==> config.mk <==
export PLATFORM = sky130hd
export DESIGN_NAME = scl_digit_emit
export DESIGN_NICKNAME = d
export VERILOG_FILES = /design/src/rtl/scl_pkg.sv /design/src/rtl/scl_rst_sync.sv /design/src/rtl/scl_pipe_dly.sv /design/src/rtl/scl_exp_scaler.sv /design/src/rtl/scl_round_int.sv /design/src/rtl/scl_carry_acc.sv /design/src/rtl/scl_digit_emit.sv
export SDC_FILE = /design/constraint.sdc
export NUM_CORES = 1
export LEC_CHECK = 0
export ABC_AREA = 1
export BUFFER_PORTS_ARGS = -buffer_cell sky130_fd_sc_hd__buf_4
export CAP_MARGIN = 20
export CORE_ASPECT_RATIO = 1.5
export CORE_MARGIN = 2
export CORE_UTILIZATION = 54
export DETAILED_ROUTE_END_ITERATION = 10
export GPL_TIMING_DRIVEN = 0
export MAX_ROUTING_LAYER = met4
export PLACE_DENSITY = 0.81
export RECOVER_POWER = 25
export SLEW_MARGIN = 20
export SYNTH_ARGS = -nofsm -noshare
export SYNTH_HDL_FRONTEND = slang
export SYNTH_SLANG_ARGS = --single-unit
==> constraint.sdc <==
create_clock -name clk -period 2.96 [get_ports clk]
set_clock_uncertainty 0.1 [all_clocks]
set_input_delay 0.592 -clock clk [delete_from_list [all_inputs] [get_ports clk]]
set_output_delay 0.592 -clock clk [all_outputs]
set_load 0.005 [all_outputs]
==> src/rtl/scl_pkg.sv <==
package scl_pkg;
  localparam int EXP_W  = 7;
  localparam int FRAC_W = 27;
  localparam int FP_W   = 1 + EXP_W + FRAC_W;
  localparam int MANT_W = FRAC_W + 1;
  localparam int BIAS   = (1 << (EXP_W - 1)) - 1;
  localparam int DIG_W  = 4;

  typedef struct packed {
    logic              sgn;
    logic [EXP_W-1:0]  ex;
    logic [FRAC_W-1:0] frac;
  } fp_t;
endpackage

==> src/rtl/scl_rst_sync.sv <==
module scl_rst_sync (
  input  logic clk,
  input  logic rst_n,
  output logic rst_n_sync
);
  logic meta_q;

  always_ff @(posedge clk or negedge rst_n) begin
    if (!rst_n) begin
      meta_q     <= 1'b0;
      rst_n_sync <= 1'b0;
    end else begin
      meta_q     <= 1'b1;
      rst_n_sync <= meta_q;
    end
  end
endmodule

==> src/rtl/scl_pipe_dly.sv <==
module scl_pipe_dly #(
  parameter int W = 8,
  parameter int D = 2
) (
  input  logic         clk,
  input  logic         rst_n,
  input  logic         in_vld,
  input  logic [W-1:0] in_dat,
  output logic         out_vld,
  output logic [W-1:0] out_dat
);
  generate
    if (D == 0) begin : g_wire
      assign out_vld = in_vld;
      assign out_dat = in_dat;
    end else begin : g_regs
      logic         vld_q [D];
      logic [W-1:0] dat_q [D];
      for (genvar s = 0; s < D; s++) begin : g_stage
        logic         vld_d;
        logic [W-1:0] dat_d;
        if (s == 0) begin : g_first
          assign vld_d = in_vld;
          assign dat_d = in_dat;
        end else begin : g_next
          assign vld_d = vld_q[s-1];
          assign dat_d = dat_q[s-1];
        end
        always_ff @(posedge clk or negedge rst_n) begin
          if (!rst_n) vld_q[s] <= 1'b0;
          else        vld_q[s] <= vld_d;
        end
        always_ff @(posedge clk) begin
          if (vld_d) dat_q[s] <= dat_d;
        end
      end
      assign out_vld = vld_q[D-1];
      assign out_dat = dat_q[D-1];
    end
  endgenerate
endmodule

==> src/rtl/scl_exp_scaler.sv <==
module scl_exp_scaler
  import scl_pkg::*;
#(
  parameter int K_W = 4
) (
  input  logic           clk,
  input  logic           rst_n,
  input  logic           in_vld,
  input  logic           in_sop,
  input  fp_t            in_fp,
  input  logic [K_W-1:0] k_shift,
  output logic           out_vld,
  output logic           out_sop,
  output fp_t            out_fp
);
  localparam int DW = EXP_W + 2;

  // stage 1: exponent difference
  logic              s1_vld_q, s1_sop_q, s1_sgn_q, s1_zero_q;
  logic [FRAC_W-1:0] s1_frac_q;
  logic [DW-1:0]     s1_diff_q;
  logic [DW-1:0]     diff_d;

  always_comb begin
    diff_d = {2'b00, in_fp.ex} - {{(DW-K_W){1'b0}}, k_shift};
  end

  always_ff @(posedge clk or negedge rst_n) begin
    if (!rst_n) s1_vld_q <= 1'b0;
    else        s1_vld_q <= in_vld;
  end

  always_ff @(posedge clk) begin
    if (in_vld) begin
      s1_sop_q  <= in_sop;
      s1_sgn_q  <= in_fp.sgn;
      s1_zero_q <= (in_fp.ex == '0);
      s1_frac_q <= in_fp.frac;
      s1_diff_q <= diff_d;
    end
  end

  // stage 2: underflow flush
  fp_t  s2_fp_d;
  logic under_d;

  always_comb begin
    under_d      = s1_zero_q || s1_diff_q[DW-1] || (s1_diff_q == '0);
    s2_fp_d.sgn  = s1_sgn_q;
    s2_fp_d.frac = s1_frac_q;
    s2_fp_d.ex   = under_d ? '0 : s1_diff_q[EXP_W-1:0];
  end

  always_ff @(posedge clk or negedge rst_n) begin
    if (!rst_n) out_vld <= 1'b0;
    else        out_vld <= s1_vld_q;
  end

  always_ff @(posedge clk) begin
    if (s1_vld_q) begin
      out_sop <= s1_sop_q;
      out_fp  <= s2_fp_d;
    end
  end
endmodule

==> src/rtl/scl_round_int.sv <==
module scl_round_int
  import scl_pkg::*;
#(
  parameter int INT_W = 24,
  parameter int DEPTH = 9
) (
  input  logic             clk,
  input  logic             rst_n,
  input  logic             in_vld,
  input  logic             in_sop,
  input  fp_t              in_fp,
  output logic             out_vld,
  output logic             out_sop,
  output logic             out_neg,
  output logic [INT_W-1:0] out_mag
);
  localparam int PW = INT_W + 2;

  logic [MANT_W-1:0] mant;
  logic [MANT_W-1:0] half_scaled;
  logic [MANT_W-1:0] rnd_w;
  logic [INT_W-1:0]  mag_d;
  int                sh;
  int                rs;

  always_comb begin
    mant        = {1'b1, in_fp.frac};
    sh          = int'({1'b0, in_fp.ex}) - BIAS - FRAC_W;
    rs          = -sh;
    half_scaled = '0;
    rnd_w       = '0;
    mag_d       = '0;
    if (in_fp.ex == '0) begin
      mag_d = '0;
    end else if (sh >= 0) begin
      mag_d = '1;
    end else if (rs > MANT_W) begin
      mag_d = '0;
    end else begin
      // one fraction bit kept; it picks the increment
      half_scaled = mant >> (rs - 1);
      rnd_w       = (half_scaled >> 1) + {{(MANT_W-1){1'b0}}, half_scaled[0]};
      if (rnd_w[MANT_W-1:INT_W] != '0) mag_d = '1;
      else                             mag_d = rnd_w[INT_W-1:0];
    end
  end

  logic             r_vld_q, r_sop_q, r_neg_q;
  logic [INT_W-1:0] r_mag_q;

  always_ff @(posedge clk or negedge rst_n) begin
    if (!rst_n) r_vld_q <= 1'b0;
    else        r_vld_q <= in_vld;
  end

  always_ff @(posedge clk) begin
    if (in_vld) begin
      r_sop_q <= in_sop;
      r_neg_q <= in_fp.sgn && (mag_d != '0);
      r_mag_q <= mag_d;
    end
  end

  logic [PW-1:0] dly_out;

  scl_pipe_dly #(.W(PW), .D(DEPTH)) u_dly (
    .clk     (clk),
    .rst_n   (rst_n),
    .in_vld  (r_vld_q),
    .in_dat  ({r_sop_q, r_neg_q, r_mag_q}),
    .out_vld (out_vld),
    .out_dat (dly_out)
  );

  assign out_sop = dly_out[PW-1];
  assign out_neg = dly_out[PW-2];
  assign out_mag = dly_out[INT_W-1:0];
endmodule

==> src/rtl/scl_carry_acc.sv <==
module scl_carry_acc
  import scl_pkg::*;
#(
  parameter int INT_W   = 24,
  parameter int CARRY_W = INT_W - 3
) (
  input  logic               clk,
  input  logic               rst_n,
  input  logic               in_vld,
  input  logic               in_sop,
  input  logic               in_neg,
  input  logic [INT_W-1:0]   in_mag,
  output logic               dig_vld,
  output logic [DIG_W-1:0]   dig,
  output logic [CARRY_W-1:0] carry_q
);
  localparam int SW = INT_W + 1;

  logic [CARRY_W-1:0] cin;
  logic [INT_W-1:0]   addend;
  logic [SW-1:0]      sum;
  logic [CARRY_W-1:0] carry_d;
  logic [DIG_W-1:0]   dig_d;

  always_comb begin
    cin     = in_sop ? '0 : carry_q;
    addend  = in_neg ? '0 : in_mag;
    sum     = {1'b0, addend} + {{(SW-CARRY_W){1'b0}}, cin};
    dig_d   = sum[DIG_W-1:0];
    carry_d = sum[SW-1:DIG_W];
  end

  always_ff @(posedge clk or negedge rst_n) begin
    if (!rst_n) begin
      dig_vld <= 1'b0;
      dig     <= '0;
      carry_q <= '0;
    end else begin
      dig_vld <= in_vld;
      if (in_vld) begin
        dig     <= dig_d;
        carry_q <= carry_d;
      end
    end
  end
endmodule

==> src/rtl/scl_digit_emit.sv <==
module scl_digit_emit
  import scl_pkg::*;
#(
  parameter int K_W     = 4,
  parameter int INT_W   = 24,
  parameter int SCL_LAT = 2,
  parameter int RC_LAT  = 10,
  localparam int CARRY_W = INT_W - 3
) (
  input  logic               clk,
  input  logic               rst_n,
  input  logic               in_valid,
  input  logic               in_sop,
  input  logic [FP_W-1:0]    in_val,
  input  logic [K_W-1:0]     k_shift,
  output logic               digit_valid,
  output logic [DIG_W-1:0]   digit,
  output logic [CARRY_W-1:0] carry_out
);
  localparam int RND_DLY = RC_LAT - 2;
  localparam int SCL_DLY = SCL_LAT - 2;

  logic rst_n_s;

  scl_rst_sync u_rst (
    .clk        (clk),
    .rst_n      (rst_n),
    .rst_n_sync (rst_n_s)
  );

  logic sc_vld, sc_sop;
  fp_t  sc_fp;

  scl_exp_scaler #(.K_W(K_W)) u_scale (
    .clk     (clk),
    .rst_n   (rst_n_s),
    .in_vld  (in_valid),
    .in_sop  (in_sop),
    .in_fp   (fp_t'(in_val)),
    .k_shift (k_shift),
    .out_vld (sc_vld),
    .out_sop (sc_sop),
    .out_fp  (sc_fp)
  );

  logic          sx_vld;
  logic [FP_W:0] sx_dat;

  scl_pipe_dly #(.W(FP_W + 1), .D(SCL_DLY)) u_scl_pad (
    .clk     (clk),
    .rst_n   (rst_n_s),
    .in_vld  (sc_vld),
    .in_dat  ({sc_sop, sc_fp}),
    .out_vld (sx_vld),
    .out_dat (sx_dat)
  );

  logic             rn_vld, rn_sop, rn_neg;
  logic [INT_W-1:0] rn_mag;

  scl_round_int #(.INT_W(INT_W), .DEPTH(RND_DLY)) u_round (
    .clk     (clk),
    .rst_n   (rst_n_s),
    .in_vld  (sx_vld),
    .in_sop  (sx_dat[FP_W]),
    .in_fp   (fp_t'(sx_dat[FP_W-1:0])),
    .out_vld (rn_vld),
    .out_sop (rn_sop),
    .out_neg (rn_neg),
    .out_mag (rn_mag)
  );

  scl_carry_acc #(.INT_W(INT_W), .CARRY_W(CARRY_W)) u_carry (
    .clk     (clk),
    .rst_n   (rst_n_s),
    .in_vld  (rn_vld),
    .in_sop  (rn_sop),
    .in_neg  (rn_neg),
    .in_mag  (rn_mag),
    .dig_vld (digit_valid),
    .dig     (digit),
    .carry_q (carry_out)
  );
endmodule

# == After elaboration in Yosys (flattened, before gate mapping) ==
# Memory sizes are Yosys's and may differ from the RTL's.
# Index checks and enable logic that the tools add are counted.
# word_totals
ram_bits,208
out_inout_bits,26
latch_bits,0
n_memories,1
input_bits,43
register_bits,140
wordCells,69
mem_bits_ro,0
# memory_table
name,words,word_bits,read_ports,rd_ports_with_merged_regs,wr,line_no,rtl
u_round.u_dly.g_regs.dat_q,8,26,8,0,8,scl_pipe_dly.sv:18,logic [W-1:0] dat_q [D];
# op_classes
addsub,7
order_cmp,2
shifts,1
n_mul,0
bitwise,0
n_reduce_logical,8
n_div,0
n_mux,22
eq_ne,0
# ops
operator,count
24-bit two-way mux,5
"32-bit by 1-bit greater-or-equal comparator with 1-bit output, second input constant",1
"32-bit by 6-bit greater-than comparator with 1-bit output, second input constant",1
32-bit negator,1
28-bit by 32-bit >> shifter with 28-bit output,1
"32-bit by 2-bit subtractor with 32-bit output, second input constant",1
"32-bit by 6-bit subtractor with 32-bit output, second input constant",1
27-bit by 1-bit adder with 28-bit output,1
24-bit by 21-bit adder with 25-bit output,1
24-bit nonzero test,1
21-bit two-way mux,1
1-bit two-way mux,16
7-bit zero test,2
9-bit zero test,1
7-bit by 4-bit subtractor with 8-bit output,1
"7-bit by 6-bit subtractor with 8-bit output, second input constant",1
4-bit nonzero test,1
1-bit logical OR,2
1-bit logical AND,1

# == Depth between registers and ports, before layout ==
# depth
ltp_word,13
depth_mapped,59

# == By module ==
# From an unflattened synthesis, not the netlist that was laid out.
# hier_totals
hier_cells,2005
area_unflattened_um2,18331.3
# modules_own_cells
module,cells_per_inst,instances,area_per_inst_um2
scl_pipe_dly (u_round.u_dly),242,1,6641.4
scl_round_int,1058,1,5779.3
scl_carry_acc,529,1,2932.8
scl_exp_scaler,136,1,2646.3
scl_pipe_dly (u_scl_pad),37,1,277.8
scl_rst_sync,3,1,53.8

# == Worst setup path before layout ==
# Ideal clock, no wire load.
# synth_timing
path_kind,register -> register
start,register u_scale.out_fp[27] (netlist bit)
end,"register u_round.r_neg_q, data pin"
setup_slack_ns,-3.835
t_arrival_ns,6.438
synth_period_minus_slack_ns,6.795
n_path_buf,3
stages_incl_launch_ff,53
cell_sequence,edfxtp_1 > buf_4 > clkinv_1 > clkbuf_1 > ha_1 > inv_1 > nor2_1 > inv_1 > nand2_1 > nand3_2 > nand2_1 > ha_1 > nor2_1 > nand2_1 > nor2_1 > nand2_1 > nor2_1 > nand3_1 > (+17 left out) > ha_1 > ha_1 > nand3_1 > nor2_2 > nand4_1 > nand2_1 > inv_2 > nor2_8 > buf_8 > nand3_1 > nand2_1 > nand2_1 > nand2_1 > nand2_1 > nor2_1 > nand2_1 > nor2_1 > a21oi_1
# synth_via
elab_chain_cells,13
elab_cells_between_ends,16
classes_between,add/sub: 5; order compare: 2; shift: 1; mux: 4; reduce/logical: 4
# synth_rtl
element,line_no,rtl
start: declaration,scl_exp_scaler.sv:14,output fp_t out_fp
start signal: assignment,scl_exp_scaler.sv:62,out_fp <= s2_fp_d;
7-bit by 6-bit subtractor with 8-bit output,scl_round_int.sv:28,"sh = int'({1'b0, in_fp.ex}) - BIAS - FRAC_W;"
32-bit by 6-bit subtractor with 32-bit output,scl_round_int.sv:28,
32-bit negator,scl_round_int.sv:29,rs = -sh;
32-bit by 2-bit subtractor with 32-bit output,scl_round_int.sv:41,half_scaled = mant >> (rs - 1);
28-bit by 32-bit >> shifter with 28-bit output,scl_round_int.sv:41,
27-bit by 1-bit adder with 28-bit output,scl_round_int.sv:42,"rnd_w = (half_scaled >> 1) + {{(MANT_W-1){1'b0}}, half_scaled[0]};"
4-bit nonzero test,scl_round_int.sv:43,if (rnd_w[MANT_W-1:INT_W] != '0) mag_d = '1;
24-bit two-way mux,scl_round_int.sv:43,
24-bit two-way mux,scl_round_int.sv:37,end else if (rs > MANT_W) begin
24-bit two-way mux,scl_round_int.sv:35,end else if (sh >= 0) begin
24-bit two-way mux *,scl_round_int.sv:33,if (in_fp.ex == '0) begin
24-bit nonzero test *,scl_round_int.sv:59,r_neg_q <= in_fp.sgn && (mag_d != '0);
1-bit logical AND *,scl_round_int.sv:59,
end signal: assignment,scl_round_int.sv:59,
end: declaration,scl_round_int.sv:48,"logic r_vld_q, r_sop_q, r_neg_q;"
# Every way passes the cells marked *; elsewhere a longest branch is shown, timed or not.
# A chain may end at the register's enable or synchronous reset.

# == Worst setup path in the final report ==
# Ends and elaborated chain as after synthesis.

==> run_results.csv <==
group,metric,value,unit
route,via_per_inst,5.76,
finish,synthToLayoutAreaGrowth,24.9,%
global_routing,track_usage,29.9,%
placement,io_buffers,68,
critical_path,worstSetupPathType,"reg -> reg",
placement,gp_congestion,0.970,
route,drt-met1-wl,16.6,mm
floorplanning,rows,81,
placement,post-dp-hpwl,33.5,mm
power_and_ir_drop,totalPowerFinal,13.0,mW
timing,fin_crit,7.39,ns
timing,setup_viol,39,
synthesis,synthesis.area,17700,µm²
timing,hold_viol_final,0,
timing,worstMarginPinSlew,1.98,ns
timing,relSlewSlack,-32.3,%
floorplanning,coreArea,32400,µm²
timing,rsz0062_at_grt,"yes",
synthesis,synth.avg_cell_area,9.46,µm²
power_and_ir_drop,p_per_area,592,nW/µm²
timing,fin_setup_tns,-110.20,ns
floorplanning,pin_count,69,
route,met3_length,2.56,mm
clock_tree,clock_sinks,347,
route,routed_wl,50.4,mm
global_routing,grt_pass1_vias,14900,
clock_tree,cts-root-buf,"clkbuf_16",
timing,setup_ws,-4.43,ns
timing,whs,0.0893,ns
route,first_pass_iters,8,
clock_tree,clk_pin_slew,0.07,ns
synthesis,ys_seq_area_share,57.9,%
clock_tree,cts_buffer_depth,3,
clock_tree,htree_num_levels,1,
critical_path,critPathMaxFanout,8,
status,status,"finished, violations left",
route,wl_per_cell,19.9,µm
synthesis,yosysUniqueCellTypes,51,
timing,finalCritPeriodShare,250,%
synthesis,yosysWarnings,0,
finish,nNetsFinal,2176,
finish,n_antenna_cell,0,
global_routing,overflow,0,
global_routing,grt_antenna_before_repair,0,
floorplanning,start_util,54.4,%
synthesis,synth_edf_count,308,
global_routing,grt_max_degree,40,
power_and_ir_drop,ir_worst_vdd,0.513,mV
critical_path,reg2reg_depth,53,
critical_path,critPathRequiredTime,3.21,ns
floorplanning,die_h,225,µm
finish,drive_above_1_share,27.6,%
synthesis,ys_seq_elements,347,
route,drt_first_iter_violations,976,
clock_tree,cts_buffers,31,
critical_path,path_common_cell,"nand2_2",
critical_path,worstSetupStartpointType,"flip-flop",
critical_path,crit_arrival,7.63,ns
status,violations,"max-capacitance violations, max-slew violations, negative setup slack",
critical_path,cpPeakStageDelay,0.41,ns
route,dr_wl_met2,27.6,mm
route,antenna_left,0,
critical_path,end_kind,"flip-flop",
synthesis,synth_cells,1867,
synthesis,ys.flop_type,"edfxtp_1",
hold_path,hold_class,"reg -> async",
floorplanning,die_area,34200,µm²
clock_tree,tritoncts,"done",
synthesis,async_flop_share,11.2,%
synthesis,synth_nets,1951,
power_and_ir_drop,p_leak,9.31,nW
route,maxUsedRoutingLayer,"met4",
floorplanning,die_w,152,µm
timing,finalMaxSlewViolations,40,
route,vias,14600,
critical_path,slowest_stage,"edfxtp_1",
clock_tree,clkLatencyLatePin,0.59,ns
placement,dp_slack,-5.01,ns
finish,utilization,68.0,%
route,drc,0,
timing,fmax,0.135,GHz
global_routing,grt_pass1_wl,75.8,mm
run,maxCapViolCount,1,
==> routing by layer <==
| metal | GRT usage (%) | vias up |
|---|---|---|
| li1 | - | 6751 |
| met1 | 28.3 | 6873 |
| met2 | 55.3 | 690 |
| met3 | 3.66 | 257 |
| met4 | 19.7 | 0 |
| met5 | - | - |
==> worst paths after layout <==
check,from,endpoint,slack [ns]
min in group clk,in_val[34],u_scale.s1_sgn_q,0.10
max reg2reg,u_scale.out_fp[27],u_round.r_neg_q,-4.43
max in group asynchronous,u_rst.rst_n_sync,u_round.u_dly.g_regs.g_stage[2].vld_d,2.12
min,u_rst.rst_n_sync,u_carry.carry_q[7],0.09
min reg2reg,u_rst.rst_n_sync,u_carry.carry_q[7],0.09
max,u_scale.out_fp[27],u_round.r_neg_q,-4.43
==> cell type report <==
type	count	area (µm²)
Buffer	54	378
Fill cell	2308	10400
Inverter	223	865
Clock inverter	21	215
Sequential cell	347	10200
Timing Repair Buffer	191	1600
Tap cell	415	519
Multi-Input combinational cell	1244	7450
Clock buffer	35	791
==> report_power, final <==
part | internal, mW | switching (mW) | leakage (nW)
Combinational | 1.07 | 2.11 | 5.34
Sequential | 5.64 | 0.187 | 3.49
Clock | 2.21 | 1.83 | 0.488
Total | 8.92 | 4.13 | 9.31
==> Yosys cell counts (2+ instances only) <==
library cell  instances  area share, %
buf_6                 2           0.13
nor4_1                5           0.18
nand2_1             478             10
inv_2                25           0.53
o21ai_0              37            1.0
nand3_4               2           0.20
a31oi_1               3           0.11
xor2_1               32            1.6
buf_4                12           0.51
clkinv_1              5           0.11
nand4_1              94            3.3
nor2_8                2           0.23
o21ai_2               2          0.099
and2_1                2          0.071
nand3b_1              9           0.38
o21bai_1              7           0.30
clkbuf_1             25           0.53
nand2_4               2           0.13
nor2_2               12           0.43
edfxtp_1            308             52
o31ai_1               2          0.085
o21ai_1               7           0.20
nor3_1               20           0.57
buf_2                10           0.28
dfrtp_1              39            5.5
a21oi_1              33           0.94
nand3_1             184            5.2
nand3_2               7           0.40
buf_1                 4          0.085
ha_1                 39            2.8
a211oi_1              2          0.085
fa_1                  2           0.23
nor2_4                7           0.45
nand2_2              21           0.74
nor2_1              204            4.3
inv_1               193            4.1
xnor2_1              15           0.74
==> timing repair <==
| item | CTS | global route |
|---|---|---|
| endpoints found under the hold margin | 2 | 0 |
| gates resized for setup | 147 | 153 |
| buffers inserted | 108 | 49 |
| setup endpoints to repair | 38 | 41 |
| gates cloned | 2 | 1 |
| pin swaps | 67 | 92 |
| hold buffers | 1 | 0 |
==> cell usage in the layout (no fill, tap or decap), drive strengths merged, types with 5 or more instances in the layout <==
| master | instances |
|---|---|
| dfrtp | 39 |
| nand3b | 9 |
| clkbuf | 89 |
| buf | 190 |
| nor3 | 21 |
| o21ai | 46 |
| clkinv | 17 |
| nand3 | 193 |
| xnor2 | 15 |
| ha | 39 |
| nor4 | 5 |
| inv | 223 |
| nor2 | 225 |
| xor2 | 32 |
| a21oi | 34 |
| nand2 | 502 |
| o21bai | 8 |
| edfxtp | 308 |
| nand4 | 96 |
==> state kept, by name, summed over array words and instances (netlist names) <==
register / flops
u_carry.carry_q: 21
u_carry.dig: 4
u_carry.dig_vld: 1
u_round.r_mag_q: 24
u_round.r_neg_q: 1
u_round.r_sop_q: 1
u_round.r_vld_q: 1
u_round.u_dly.g_regs.dat_q: 208
u_round.u_dly.g_regs.g_stage.vld_d: 7
u_round.u_dly.out_vld: 1
u_rst.meta_q: 1
u_rst.rst_n_sync: 1
u_scale.out_fp: 35
u_scale.out_sop: 1
u_scale.out_vld: 1
u_scale.s1_diff_q: 8
u_scale.s1_frac_q: 27
u_scale.s1_sgn_q: 1
u_scale.s1_sop_q: 1
u_scale.s1_vld_q: 1
u_scale.s1_zero_q: 1
==> metrics by stage <==
step,std cells,area (µm²)
global placement,2350,19000
global route,2530,22000
CTS,2517,21400
detailed placement,2352,19000
floorplan,1867,17900
finish,2530,22000
==> cells by family (layout without fill, tap and decap cells) <==
| group | Yosys count | in the layout | share of synthesized area, % |
|---|---|---|---|
| XOR/XNOR | 47 | 47 | 2.33 |
| buffers and inverters | 277 | 524 | 6.36 |
| AND/OR/NAND/NOR | 1053 | 1054 | 27.1 |
| AO/OA/AOI/OAI | 101 | 101 | 3.26 |
| adder cells (fa/ha/maj) | 41 | 41 | 2.99 |
| flip-flops | 347 | 347 | 57.9 |
| other | 1 | 1 | 0.0212 |
==> worst max-delay path, delay by kind of cell, from the launching register on <==
kind / cells / cell delay [ns]
AO/OA/AOI/OAI: 4 / 0.49
adder cells (fa/ha/maj): 3 / 0.70
buffers and inverters: 11 / 1.20
flip-flops: 1 / 0.41
AND/OR/NAND/NOR: 35 / 4.22
No activity file was read; power rests on OpenSTA's default activity.
